$ cat config.mk
export PLATFORM = sky130hd
export DESIGN_NAME = ode_euler_engine
export DESIGN_NICKNAME = d
export VERILOG_FILES = /design/src/rtl/ode_pkg.sv /design/src/rtl/ode_mul.sv /design/src/rtl/ode_ctrl.sv /design/src/rtl/ode_datapath.sv /design/src/rtl/ode_euler_engine.sv
export SDC_FILE = /design/constraint.sdc
export NUM_CORES = 2
export LEC_CHECK = 0
export BUFFER_PORTS_ARGS = -buffer_cell sky130_fd_sc_hd__buf_2
export CORE_AREA = 10 10 346 348
export DETAILED_ROUTE_END_ITERATION = 8
export DIE_AREA = 0 0 356 358
export HOLD_SLACK_MARGIN = 0.03
export MAX_ROUTING_LAYER = met4
export PLACE_DENSITY = 0.42
export SYNTH_ARGS = -nofsm -noshare
export SYNTH_HDL_FRONTEND = slang
export SYNTH_SLANG_ARGS = --single-unit
$ cat constraint.sdc
create_clock -name clk -period 13.2 [get_ports clk]
set_input_delay 1.32 -clock clk [delete_from_list [all_inputs] [get_ports clk]]
set_output_delay 1.32 -clock clk [all_outputs]
set_load 0.02 [all_outputs]
$ cat src/rtl/ode_pkg.sv
package ode_pkg;
    typedef enum logic [2:0] {
        S_IDLE,
        S_TEST,
        S_HALF,
        S_SLOPE,
        S_ADVANCE,
        S_DONE
    } ode_state_e;
endpackage

$ cat src/rtl/ode_mul.sv
// Shared signed fixed-point multiplier: floor(a*b / 2^FRAC_W), low W bits.
module ode_mul #(
    parameter int W      = 24,
    parameter int FRAC_W = 16
) (
    input  logic signed [W-1:0] a,
    input  logic signed [W-1:0] b,
    output logic signed [W-1:0] p
);
    localparam int PW = 2 * W;
    logic signed [PW-1:0] full;

    always_comb begin
        full = PW'(a) * PW'(b);
        p    = W'(full >>> FRAC_W);
    end
endmodule

$ cat src/rtl/ode_ctrl.sv
module ode_ctrl (
    input  logic clk,
    input  logic rst_n,
    input  logic start,
    input  logic h_pos,
    input  logic t_below,
    output logic ld_init,
    output logic set_err,
    output logic do_half,
    output logic do_slope,
    output logic do_adv,
    output logic busy,
    output logic done
);
    import ode_pkg::*;

    ode_state_e state, state_nx;

    // state register
    always_ff @(posedge clk or negedge rst_n) begin
        if (!rst_n) state <= S_IDLE;
        else        state <= state_nx;
    end

    // next state
    always_comb begin
        state_nx = state;
        unique case (state)
            S_IDLE, S_DONE: begin
                if (start) state_nx = h_pos ? S_TEST : S_DONE;
            end
            S_TEST:    state_nx = t_below ? S_HALF : S_DONE;
            S_HALF:    state_nx = S_SLOPE;
            S_SLOPE:   state_nx = S_ADVANCE;
            S_ADVANCE: state_nx = S_TEST;
            default:   state_nx = S_IDLE;
        endcase
    end

    // outputs
    always_comb begin
        ld_init  = 1'b0;
        do_half  = 1'b0;
        do_slope = 1'b0;
        do_adv   = 1'b0;
        busy     = 1'b0;
        done     = 1'b0;
        unique case (state)
            S_IDLE:    ld_init = start;
            S_DONE:    begin ld_init = start; done = 1'b1; end
            S_TEST:    busy = 1'b1;
            S_HALF:    begin busy = 1'b1; do_half = 1'b1; end
            S_SLOPE:   begin busy = 1'b1; do_slope = 1'b1; end
            S_ADVANCE: begin busy = 1'b1; do_adv = 1'b1; end
            default:   ;
        endcase
        set_err = ld_init & ~h_pos;
    end
endmodule

$ cat src/rtl/ode_datapath.sv
module ode_datapath #(
    parameter int W         = 24,
    parameter int FRAC_W    = 16,
    parameter int IDX_W     = 16,
    parameter int T_END_INT = 3
) (
    input  logic                clk,
    input  logic                rst_n,
    input  logic signed [W-1:0] h_in,
    input  logic                ld_init,
    input  logic                set_err,
    input  logic                do_half,
    input  logic                do_slope,
    input  logic                do_adv,
    output logic                t_below,
    output logic signed [W-1:0] t_out,
    output logic signed [W-1:0] y_out,
    output logic [IDX_W-1:0]    idx_out,
    output logic                err_out
);
    localparam logic signed [W-1:0] ONE   = W'(1) <<< FRAC_W;
    localparam logic signed [W-1:0] HALF  = W'(1) <<< (FRAC_W - 1);
    localparam logic signed [W-1:0] T_END = W'(T_END_INT) <<< FRAC_W;

    logic signed [W-1:0] h_q, t_q, y_q, t1_q, t2_q, dy_q;
    logic signed [W-1:0] op_a, op_b, prod;
    logic [IDX_W-1:0]    idx_q;
    logic                err_q;

    // the single multiplier is shared by both products of a step
    always_comb begin
        op_a = do_half ? h_q  : t1_q;
        op_b = do_half ? HALF : t2_q;
    end

    ode_mul #(.W(W), .FRAC_W(FRAC_W)) u_mul (
        .a(op_a),
        .b(op_b),
        .p(prod)
    );

    always_ff @(posedge clk or negedge rst_n) begin
        if (!rst_n) begin
            h_q   <= '0;
            t_q   <= '0;
            y_q   <= ONE;
            t1_q  <= '0;
            t2_q  <= '0;
            dy_q  <= '0;
            idx_q <= '0;
            err_q <= 1'b0;
        end else begin
            if (ld_init) begin
                h_q   <= h_in;
                t_q   <= '0;
                y_q   <= ONE;
                idx_q <= '0;
                err_q <= set_err;
            end
            if (do_half) begin
                t1_q <= prod;
                t2_q <= t_q - y_q;
            end
            if (do_slope) dy_q <= prod;
            if (do_adv) begin
                t_q   <= t_q + h_q;
                y_q   <= y_q + dy_q;
                idx_q <= idx_q + 1'b1;
            end
        end
    end

    assign t_below = (t_q < T_END);
    assign t_out   = t_q;
    assign y_out   = y_q;
    assign idx_out = idx_q;
    assign err_out = err_q;
endmodule

$ cat src/rtl/ode_euler_engine.sv
module ode_euler_engine #(
    parameter int W         = 24,
    parameter int FRAC_W    = 16,
    parameter int IDX_W     = 16,
    parameter int T_END_INT = 3
) (
    input  logic             clk,
    input  logic             rst_n,
    input  logic             start,
    input  logic [W-1:0]     h,
    output logic [W-1:0]     y,
    output logic [IDX_W-1:0] step_idx,
    output logic             done,
    output logic             err
);
    logic ld_init, set_err, do_half, do_slope, do_adv, busy, t_below, h_pos;
    logic signed [W-1:0] t_q, y_q;

    assign h_pos = ($signed(h) > 0);

    ode_ctrl u_ctrl (
        .clk(clk), .rst_n(rst_n), .start(start), .h_pos(h_pos),
        .t_below(t_below), .ld_init(ld_init), .set_err(set_err),
        .do_half(do_half), .do_slope(do_slope), .do_adv(do_adv),
        .busy(busy), .done(done)
    );

    ode_datapath #(.W(W), .FRAC_W(FRAC_W), .IDX_W(IDX_W), .T_END_INT(T_END_INT)) u_dp (
        .clk(clk), .rst_n(rst_n), .h_in($signed(h)), .ld_init(ld_init),
        .set_err(set_err), .do_half(do_half), .do_slope(do_slope),
        .do_adv(do_adv), .t_below(t_below), .t_out(t_q), .y_out(y_q),
        .idx_out(step_idx), .err_out(err)
    );

    assign y = y_q;
endmodule

* Yosys cells after proc, flatten, opt, wreduce, memory -nomap -nowiden *
Cells that the tools add are included.

word-level totals
  flip-flop bits (word level) = 164
  input bits = 27
  logic and storage cells = 44

cells by class
  add/sub/neg operators = 4
  multipliers = 1
  order comparisons = 2
  equal/unequal tests = 6
  muxes and demuxes = 17
  bitwise logic cells = 2
  reductions and logical operators = 3

operator list
  operator               count
  $mux 24                6
  $add 24x24->24         2
  $mul 24x24->40         1
  $mux 16                2
  $gt 24x1->1 const B    1
  $lt 24x19->1 const B   1
  $sub 24x24->24         1
  $add 16x1->16 const B  1
  $pmux 3 s5             1
  $mux 3                 3
  $eq 3x2->1 const B     2
  $eq 3x3->1 const B     2
  $mux 1                 5
  $eq 3x1->1 const B     1
  $logic_not 3->1        1
  $ne 2x1->1 const B     1
  $reduce_bool 2->1      1
  $reduce_or 2->1        1
  $and 1x1->1            1
  $not 1->1              1

* Logic depth before layout (Yosys ltp) *
  word-level depth = 5
  depth in mapped cells = 32
  depth with buffers taken out = 27

* Modules after synthesis *
A second synthesis with hierarchy kept.

unflattened totals
  cells, all modules = 3179
  area total of the unflattened synthesis = 28676.3 µm²

by module, submodules not included
  module            instances  cells each  area an instance (µm²)  sequential area each (µm²)
  ode_mul           1          2007        18255.0                 0.0
  ode_datapath      1          1135        10128.5                 4030.1
  ode_ctrl          1          29          241.5                   75.1
  ode_euler_engine  1          8           51.3                    0.0

* Least setup slack after synthesis *
No wires, ideal clock.

  path type = register to register
  from = register u_ctrl.state[0]
  to = register u_dp.dy_q[14]
  setup time = 0.129 ns
  arrival = 7.503 ns
  required time = 13.071 ns
  path slack = 5.568 ns
  stages on the path, launching flop included = 28
  path buffers = 4
  period minus slack after synthesis = 7.632 ns
  cell sequence = dfrtp_1 -> buf_4 -> nor3b_4 -> clkbuf_1 -> clkbuf_1 -> nor2b_1 -> clkbuf_1 -> and2_1 -> fa_1 -> inv_1 -> fa_1 -> inv_1 -> fa_1 -> fa_1 -> fa_1 -> fa_1 -> inv_1 -> fa_1 -> inv_1 -> ha_1 -> a21o_1 -> a211oi_2 -> nor2_1 -> o41ai_1 -> o31ai_2 -> a31oi_1 -> xor2_1 -> o21ai_1

on the way
  longest elaborated chain between the ends = 4

ends and longest elaborated chain
  item                        RTL line                                text
  from (decl)                 ode_ctrl.sv:17                          ode_state_e state, state_nx;
  from (signal assigned)      ode_ctrl.sv:22                          else state <= state_nx;
  $eq 3x2->1                  ode_ctrl.sv:48                          unique case (state)
  $mux 1                      ode_ctrl.sv:48
  $mux 24 (on tied branches)  ode_datapath.sv:32, ode_datapath.sv:33
  $mul 24x24->40              ode_mul.sv:14                           full = PW'(a) * PW'(b);
  to (signal assigned)        ode_datapath.sv:64                      if (do_slope) dy_q <= prod;
  to (decl)                   ode_datapath.sv:25                      logic signed [W-1:0] h_q, t_q, y_q, t1_q, t2_q, dy_q;

Parallel ways exist; a longest one is shown, timed or not.
A chain may end at the register's enable or synchronous reset.

* Final worst setup path *
  from = register u_ctrl.state[1]
  to = register u_dp.t1_q[18]

on the way
  longest elaborated chain between the ends = 4

ends and longest elaborated chain
  item                        RTL line                                text
  $eq 3x2->1 *                ode_ctrl.sv:48
  $mux 1 *                    ode_ctrl.sv:48
  $mux 24 (on tied branches)  ode_datapath.sv:32, ode_datapath.sv:33
  $mul 24x24->40              ode_mul.sv:14
  to (signal assigned)        ode_datapath.sv:61                      t1_q <= prod;
  to (decl)                   ode_datapath.sv:25

Every way passes the cells marked *; elsewhere a longest branch is shown, timed or not.

==> flow_metrics.env <==
export IMPL_slowest_delay_ns=0.72
export IMPL_area_growth_pct=9.93
export IMPL_grt_max_degree=154
export IMPL_netlist_area_leader_share=0.370
export IMPL_place_hpwl_mm=72.8
export IMPL_ant_nets=0
export IMPL_setup_worst_path_start_class="register"
export IMPL_grtUsageMet3=0.0135
export IMPL_via_count=20824
export IMPL_utilization=0.274
export IMPL_postCtsSetupRepairBufs=0
export IMPL_cts_buffers=17
export IMPL_root_buffer="clkbuf_16"
export IMPL_antenna_found_initial=10
export IMPL_clk_latency_ns=0.46
export IMPL_grt_pass1_vias=22310
export IMPL_ys_seq_elements=164
export IMPL_slew_headroom=-0.0338
export IMPL_path_clk_slew_ns=0.07
export IMPL_critPathMaxFanout=40
export IMPL_routedWlPerCell_um=20.1
export IMPL_groute_usage_overall=0.153
export IMPL_ioPinCount=69
export IMPL_start_util=0.249
export IMPL_synth_area_leaders="fa_1 37%, dfrtp_1 15%, ha_1 8.5%"
export IMPL_cp_common_cell="fa_1"
export IMPL_async_reset_ff_frac=1.00
export IMPL_cts_sinks=164
export IMPL_grt_pass1_wl_mm=144
export IMPL_min_path_type="reg -> reg"
export IMPL_cts_buffer_depth=2
export IMPL_finClkSkew_ns=0.0119
export IMPL_vias_per_cell=4.52
export IMPL_setup_tns_ns=0
export IMPL_overflow=0
export IMPL_max_freq_mhz=112
export IMPL_grt_setup_unrepaired="false"
export IMPL_synth_ff_type="dfrtp_1"
export IMPL_nFillCells=12163
export IMPL_design_area_um2=30800
export IMPL_drive_above_1_share=0.0650
export IMPL_cts_htree_levels=4
export IMPL_hold_viol=0
export IMPL_yosys_area_top_type="fa_1"
export IMPL_first_pass_iters=5
export IMPL_die_h_um=358
export IMPL_yosysSeqAreaShare=0.146
export IMPL_status="complete, but fails checks"
export IMPL_busiest_layer="met2"
export IMPL_worstSetupPathType="reg -> reg"
export IMPL_final_nets=3831
export IMPL_setup_viol=0
export IMPL_final_min_clock_period_ns=8.91
export IMPL_tritoncts="yes"
export IMPL_fp_dieW_um=356
export IMPL_rows=123
export IMPL_rrSetupSlack_ns=4.29
export IMPL_crit_arrival_ns=9.26
export IMPL_port_buffers=68
export IMPL_globalplace_congestion=0.846
export IMPL_finalMaxSlewViolations=9
export IMPL_yosys_top_cells_count="569 x inv_1, 518 x fa_1, 416 x nand2_1"
export IMPL_critPathRequiredTime_ns=13.55
export IMPL_ctsResizeCount=0
export IMPL_syn_cell_area_um2=28000
export IMPL_use_met1=0.203
export IMPL_drv_cap=1
export IMPL_finalCritPeriodShare=0.675
export IMPL_tightest_slew_ns=1.55
export IMPL_synth_fp_nets=3841
export IMPL_drt_total_wl_mm=92.7
export IMPL_hold_buffers=0
export IMPL_syn_instance_count=3105
export IMPL_initialDrtViolationCount=1349
export IMPL_placed_cell_area_um2=30200
export IMPL_violations="capacitance limit, slew limit"
export IMPL_core_area_um2=112000
export IMPL_use_met2=0.257
export IMPL_yosysMostFrequentCell="inv_1"
export IMPL_drc=0
export IMPL_syn_area_per_cell_um2=9.03
export IMPL_critPathCaptureType="register"
export IMPL_synth_edf_count=0
export IMPL_yosysWarnings=0
export IMPL_die_area_um2=127000
export IMPL_ys_types=69
export IMPL_slowest_stage="nor2b_1"
[stage by stage]
stage,hold slack [ns],cells,worst slack [ns]
floorplan,0.453,3105,5.57
detailed placement,0.466,4576,4.38
global placement,0.473,4576,4.48
CTS,0.483,4607,4.36
finish,0.480,4612,4.29
global route,0.516,4609,3.84
[state kept, by name, indices dropped and copies added, names as in the netlist]
name / cells
u_dp.t1_q: 24
u_dp.err_out: 1
u_dp.idx_out: 16
u_dp.h_q: 24
u_dp.t2_q: 24
u_dp.t_out: 24
u_dp.y_out: 24
u_dp.dy_q: 24
u_ctrl.state: 3
[worst paths after layout]
path / from / to / cells after the start
max: u_ctrl.state[1] / u_dp.t1_q[18] / 28
max reg2reg: u_ctrl.state[1] / u_dp.t1_q[18] / 28
min reg2reg: u_dp.err_out / u_dp.err_out / 2
min: u_dp.err_out / u_dp.err_out / 2
min in group asynchronous: rst_n / u_dp.idx_out[10] / 1
max in group asynchronous: rst_n / u_dp.h_q[7] / 2
[placed cells by master (no fill, tap or decap), types with 8 or more instances in the layout]
| cell type | Yosys | layout |
|---|---|---|
| a21o_1 | 48 | 48 |
| and3_1 | 119 | 119 |
| xor2_1 | 38 | 38 |
| nor2_1 | 54 | 54 |
| o21a_1 | 10 | 10 |
| dfrtp_1 | 163 | 163 |
| buf_2 | 1 | 67 |
| o21ai_0 | 122 | 122 |
| buf_4 | 1 | 59 |
| o21ai_1 | 16 | 16 |
| a31oi_1 | 16 | 16 |
| a21oi_1 | 94 | 94 |
| ha_1 | 191 | 191 |
| nand2b_1 | 17 | 16 |
| fa_1 | 518 | 518 |
| or2_2 | 14 | 14 |
| o21bai_1 | 19 | 19 |
| nand3_1 | 95 | 95 |
| and2_1 | 179 | 179 |
| o31ai_1 | 22 | 22 |
| clkbuf_16 | 0 | 17 |
| xnor2_1 | 61 | 61 |
| nand2_1 | 416 | 414 |
| or3_1 | 10 | 10 |
| nor2b_1 | 33 | 25 |
| a211oi_1 | 10 | 10 |
| nor3_1 | 20 | 20 |
| inv_1 | 569 | 569 |
| o211ai_1 | 8 | 8 |
[kinds of logic (layout without fill, tap and decap cells)]
| group | count (synthesis) | count (layout) | share of synthesized area |
|---|---|---|---|
| fa+ha+maj | 709 | 709 | 0.455 |
| xor+xnor | 99 | 99 | 0.0309 |
| simple gates | 991 | 991 | 0.176 |
| flops | 164 | 164 | 0.146 |
| other cells | 0 | 5 | 0 |
| buf+inv | 726 | 728 | 0.0974 |
| mux | 2 | 2 | 0.000714 |
| compound gates | 414 | 414 | 0.0928 |
[critical path, delay by kind of cell, from the launching register on]
| family | cells | cell delay [ns] |
|---|---|---|
| adders and majority gates | 8 | 3.87 |
| AOI/OAI and AO/OA | 7 | 1.70 |
| and+or+nand+nor | 5 | 1.45 |
| buffers and inverters | 8 | 1.23 |
| DFF | 1 | 0.50 |
[area by class of cell]
cell class,instances,area [um2],share of cell area
Tap cell,1500,1880,0.0609
Clock buffer,20,457,0.0148
Sequential cell,164,4110,0.133
Antenna cell,5,12.5,0.000406
Multi-Input combinational cell,2215,21200,0.689
Inverter,569,2140,0.0693
Clock inverter,11,175,0.00569
Timing Repair Buffer,128,812,0.0264
[layer usage]
layer,up-vias,part of all wire
met5,-,0
met4,0,0.011
met2,315,0.49
met1,10766,0.47
met3,51,0.026
li1,9692,-
Power is left out: the tool's default activity adds up to more than one toggle a clock period on the data nets, which glitch-free logic cannot reach.
